--- src/rtl/prbs_err_count.sv ---
module prbs_err_count #(
  parameter int FAIL_W  = 32,
  parameter int TOTAL_W = 40,
  parameter int RSYNC_W = 16
) (
  input  logic               clk,
  input  logic               rst,
  input  logic               clear,
  input  logic               cmp_event,
  input  logic               fail_event,
  input  logic               resync_event,
  input  logic [TOTAL_W-1:0] target_total,
  output logic [TOTAL_W-1:0] total_cnt,
  output logic [FAIL_W-1:0]  fail_cnt,
  output logic               fail_ovf,
  output logic [RSYNC_W-1:0] resync_cnt,
  output logic               done
);
  logic [TOTAL_W-1:0] total_inc;
  assign total_inc = total_cnt + 1'b1;

  always_ff @(posedge clk) begin
    if (rst || clear) begin
      total_cnt  <= '0;
      fail_cnt   <= '0;
      fail_ovf   <= 1'b0;
      resync_cnt <= '0;
      done       <= 1'b0;
    end else begin
      if (cmp_event) begin
        total_cnt <= total_inc;
        if ((target_total != '0) && (total_inc == target_total)) done <= 1'b1;
      end
      if (fail_event) begin
        if (&fail_cnt) fail_ovf <= 1'b1;
        else           fail_cnt <= fail_cnt + 1'b1;
      end
      if (resync_event && !(&resync_cnt)) resync_cnt <= resync_cnt + 1'b1;
    end
  end
endmodule

--- config.mk ---
export PLATFORM = sky130hd
export DESIGN_NAME = prbs_err_count
export DESIGN_NICKNAME = d
export VERILOG_FILES = /design/src/rtl/prbs_err_count.sv
export SDC_FILE = /design/constraint.sdc
export NUM_CORES = 1
export LEC_CHECK = 0
export BUFFER_PORTS_ARGS = -buffer_cell sky130_fd_sc_hd__buf_2
export CELL_PAD_IN_SITES_DETAIL_PLACEMENT = 2
export CELL_PAD_IN_SITES_GLOBAL_PLACEMENT = 2
export CORE_ASPECT_RATIO = 0.5
export CORE_UTILIZATION = 34
export CTS_BUF_LIST = sky130_fd_sc_hd__clkbuf_8
export DETAILED_ROUTE_END_ITERATION = 12
export GPL_ROUTABILITY_DRIVEN = 1
export PLACE_DENSITY = 0.93
export REMOVE_ABC_BUFFERS = 1
export SETUP_SLACK_MARGIN = 0.3
export SLEW_MARGIN = 20
export SYNTH_ARGS = -nofsm -noshare
export SYNTH_HDL_FRONTEND = slang
export SYNTH_SLANG_ARGS = --single-unit
--- constraint.sdc ---
create_clock -name clk -period 4.85 [get_ports clk]
set_input_delay 0.97 -clock clk [delete_from_list [all_inputs] [get_ports clk]]
set_output_delay 0.97 -clock clk [all_outputs]
set_load 0.05 [all_outputs]
After elaboration in Yosys (flattened, before gate mapping)
Index checks and enable logic that the tools add are counted.
{ "totals": {"ff_bits": 90, "out_inout_bits": 90, "word_cells": 20} }
{ "op_classes": {"n_addsub": 3, "eq_ne": 1, "bitwise": 1, "n_reduce_logical": 10} }
{ "ops": {"columns": ["cell", "n"], "rows": [
  ["40-bit by 1-bit adder with 40-bit output, second input constant", 1],
  ["40-bit == test", 1],
  ["40-bit nonzero test", 1],
  ["33-bit AND reduction", 1],
  ["32-bit by 1-bit adder with 32-bit output, second input constant", 1],
  ["32-bit AND reduction", 1],
  ["16-bit by 1-bit adder with 16-bit output, second input constant", 1],
  ["16-bit AND reduction", 1],
  ["2-bit AND reduction", 2],
  ["1-bit logical AND", 2],
  ["1-bit logical NOT", 1],
  ["1-bit logical OR", 1],
  ["1-bit NOT", 1]
]} }

Longest topological paths before layout
{ "logic_depth": {"depth_word": 4, "ltp_mapped": 9, "ltp_nobuf": 8} }

Worst setup path after synthesis
OpenSTA, ideal clock, no wires.
{ "synth_path": {"path_kind": "reg2reg", "start": "register total_cnt[0]", "end": "register total_cnt[38]", "setup_time_ns": 0.070, "t_arrival_ns": 2.998, "required_time_ns": 4.780, "path_slack_ns": 1.781, "path_stages_with_launch": 10, "period_less_slack_ns": 3.069, "cell_sequence": "dfxtp_1 -> ha_1 -> nand3_4 -> or4_4 -> buf_6 -> or3_1 -> nor3_2 -> nand2_1 -> or3_1 -> a21oi_1"} }
{ "synth_between": {"elab_chain_cells": 1} }
{ "synth_rtl": {"columns": ["element", "line", "text"], "rows": [
  ["start, declared", "13", "output logic [TOTAL_W-1:0] total_cnt,"],
  ["start signal, assigned", "31", "total_cnt <= total_inc;"],
  ["40-bit by 1-bit adder with 40-bit output", "20", "assign total_inc = total_cnt + 1'b1;"]
]} }
No other way between the ends.
A chain may end at the register's enable or synchronous reset.

Worst setup path in the final report
{ "layout_path": {"start": "register total_cnt[6]", "end": "register done"} }
{ "layout_between": {"elab_chain_cells": 4} }
{ "layout_rtl": {"columns": ["element", "line", "text"], "rows": [
  ["40-bit by 1-bit adder with 40-bit output", "20", null],
  ["40-bit == test", "32", "if ((target_total != '0) && (total_inc == target_total)) done <= 1'b1;"],
  ["1-bit logical AND", "32", null],
  ["2-bit AND reduction (no source line)", null, null],
  ["end signal, assigned", "28", "done <= 1'b0;"],
  ["end signal, assigned", "32", null],
  ["end, declared", "17", "output logic done"]
]} }
No other way between the ends.

==> out/results.ini <==
[run_status]
status = complete, no violations

[worst_hold_path]
hold_end = fail_ovf
min_from = fail_ovf
holdCritPathClass = reg2reg
whs_path_depth = 2

[setup_path]
worstSetupStartpointType = register
crit_slowest_cell = nor4_2
crit_family = simple AND/OR/NAND/NOR gates
crit_start = total_cnt[6]
critPathKind = reg2reg
required_ns = 5.16
reg2regPathDepth = 7
ff2ff_setup_slack_ns = 1.49
crit_arrival_ns = 3.67
cp_max_fo = 11
crit_buf_inv = 0
r2r-end = done
path_cells = nand4_1 -> nor4_2 -> o2111a_1 -> o22ai_1 -> nor4_1 -> o2111ai_1 -> o31ai_1
crit_path_end_kind = register
cpPeakStageDelay_ns = 0.95
reg2reg_from = total_cnt[6]

[timing]
setup-tns-final_ns = 0
fin_crit_sh = 0.693
worst_pin_slew_ns = 0.991
fmax_mhz = 297
relSlewSlack = 0.339
finalWorstSetupSlack_ns = 1.49
setup_violations = 0
finalHoldViolCount = 0
rsz0062_at_grt = no
period_needed_ns = 3.36
drv_slew = 0
fin_worst_skew_ns = 0.0165

[placement]
dp_hpwl_um = 15100
routabilityCongestion = 0.852
place_ws_ns = 1.74
portBuffers = 135
dp.cells = 971
placed_area_um2 = 6190

[drt]
wl_um = 21400
ant_nets = 0
drtPass1Iterations = 5
viasPerCell = 5.63
drc = 0
wire_per_inst_um = 21.7
vias = 5560
drt-initial-drc-count = 258

[pwr]
swShare = 0.280
p_per_area_nw_per_um2 = 224
internal_power_mw = 1.03
ir_drop_mv = 0.180
comb_power_share = 0.079
seqPwrFrac = 0.519
power.leakage_nw = 2.50
p_clk_frac = 0.403
p_switching_uw = 401

[die]
die_y_um = 91.0
die-area_um2 = 16400
start_util = 0.349
pin_count = 136
core_um2 = 15500
fp.dieW_um = 180
rows = 32

[cells_and_area]
num_antenna_cells = 0
final_cells = 987
final.fill_count = 1801
areaGrowthSynthToFinish_pct = 18.8
final_util = 0.414
drive_gt1_frac = 0.215
finalInstanceArea_um2 = 6400
nets = 827

[grt]
grt.total_usage = 0.265
gr-total-overflow = 0
grt_pass1_wl_um = 34200
grt_max_degree = 90
antenna_found_initial = 0
grt_pass1_vias = 6067

[yosys]
ys_warn_count = 0
ys.flop_type = dfxtp_1
yosysTopAreaCellShare = 0.334
synth_area_leader_cell = dfxtp_1
synth_area_leaders = dfxtp_1, xor2_1, xnor2_1, nor2_1, nand4_1
ys_seq_area_frac = 0.334
syn-instance-count = 662
synth_cell_types = 61
synth.avg_cell_area_um2 = 8.14
synth_edf_count = 0
synth.cell_area_um2 = 5390
async_reset_ff_frac = 0
ys_ff_latch = 90
synthTopCellsByCount = nor2_1, dfxtp_1, xor2_1, xnor2_1, nand2_1
synthMostInstantiatedCell = nor2_1

[clock_tree]
cts_buffer_depth = 2
clock-root-buffer = clkbuf_8
postCtsSetupBuffers = 0
path_clk_slew_ns = 0.11
cts_tree = yes
hold_buffers = 0
post_cts_resized = 0
cts_sinks = 90
cts_buffers = 9
clock_latency_ns = 0.39
htree_num_levels = 3

[run]
maxCapViolCount = 0

[worst max path at each step]
| stage | to | slack, ns | cells after the start |
|---|---|---|---|
| after floorplan | total_cnt[38] | 1.79 | 7 |
| after global placement | done | 1.95 | 8 |
| after detailed placement | total_cnt[38] | 1.74 | 7 |
| after CTS | done | 1.60 | 7 |
| after global routing | done | 1.34 | 7 |
| final | done | 1.49 | 7 |
[logic make-up (layout without fill, tap and decap cells)]
kind of cell / after synthesis / after routing / synth area share
AO/OA/AOI/OAI: 56 / 56 / 0.0687
flip-flops: 90 / 90 / 0.334
buffers and inverters: 39 / 160 / 0.0306
multiplexers: 5 / 5 / 0.00952
AND/OR/NAND/NOR: 339 / 339 / 0.339
adder cells (fa/ha/maj): 3 / 3 / 0.00696
XOR/XNOR: 130 / 130 / 0.211
[power by group through the flow]
stage	Clock (mW)	Sequential, mW	Combinational [mW]
after floorplan	0	0.766	0.0483
after global placement	0	0.760	0.104
after detailed placement	0	0.760	0.108
after CTS	0.594	0.743	0.111
after global routing	0.624	0.744	0.120
final	0.577	0.743	0.113
[state kept, by name, summed over array words and instances (netlist names)]
| signal | cells |
|---|---|
| total_cnt | 40 |
| fail_cnt | 32 |
| resync_cnt | 16 |
| done | 1 |
| fail_ovf | 1 |
[metal layers]
metal,global-route usage,vias up,share of wire
met1,0.306,2781,0.42
met4,0.105,0,0.029
met5,0,-,0
met3,0.0562,56,0.046
met2,0.481,164,0.50
li1,-,2559,-
[layout by cell type, fill, tap and decap left out, types with 4 or more instances in the layout]
master / instances
and2_1: 12
xnor2_1: 63
nand4_1: 36
nor4_1: 19
nand3_1: 33
nand2_1: 52
inv_1: 8
or3_1: 16
and3_1: 21
mux2i_1: 4
and4_1: 12
a21oi_1: 17
nor2_1: 94
clkbuf_8: 9
dfxtp_1: 90
o21ai_0: 13
nor3_1: 17
xor2_1: 67
buf_2: 135
[metrics by stage]
step | power, mW | hold slack, ns
floorplan | 0.814 | 0.669
global placement | 0.863 | 0.465
detailed placement | 0.868 | 0.472
CTS | 1.45 | 0.500
global route | 1.49 | 0.530
finish | 1.43 | 0.497
[worst register-to-register path: cells and delay by family (launching register included)]
kind	cells	cell delay, ns
flops	1	0.59
simple gates	3	1.83
compound gates	4	0.87
[layout make-up]
cell class / count / area (um2) / area share
clock inverter: 7 / 83.8 / 0.0131
timing repair buffer: 136 / 683 / 0.107
inverter: 8 / 30.0 / 0.00469
sequential: 90 / 1800 / 0.281
tap: 204 / 255 / 0.0399
multi-input combinational: 533 / 3420 / 0.535
clock buffer: 9 / 124 / 0.0194
No activity file was read; power rests on OpenSTA's default activity.
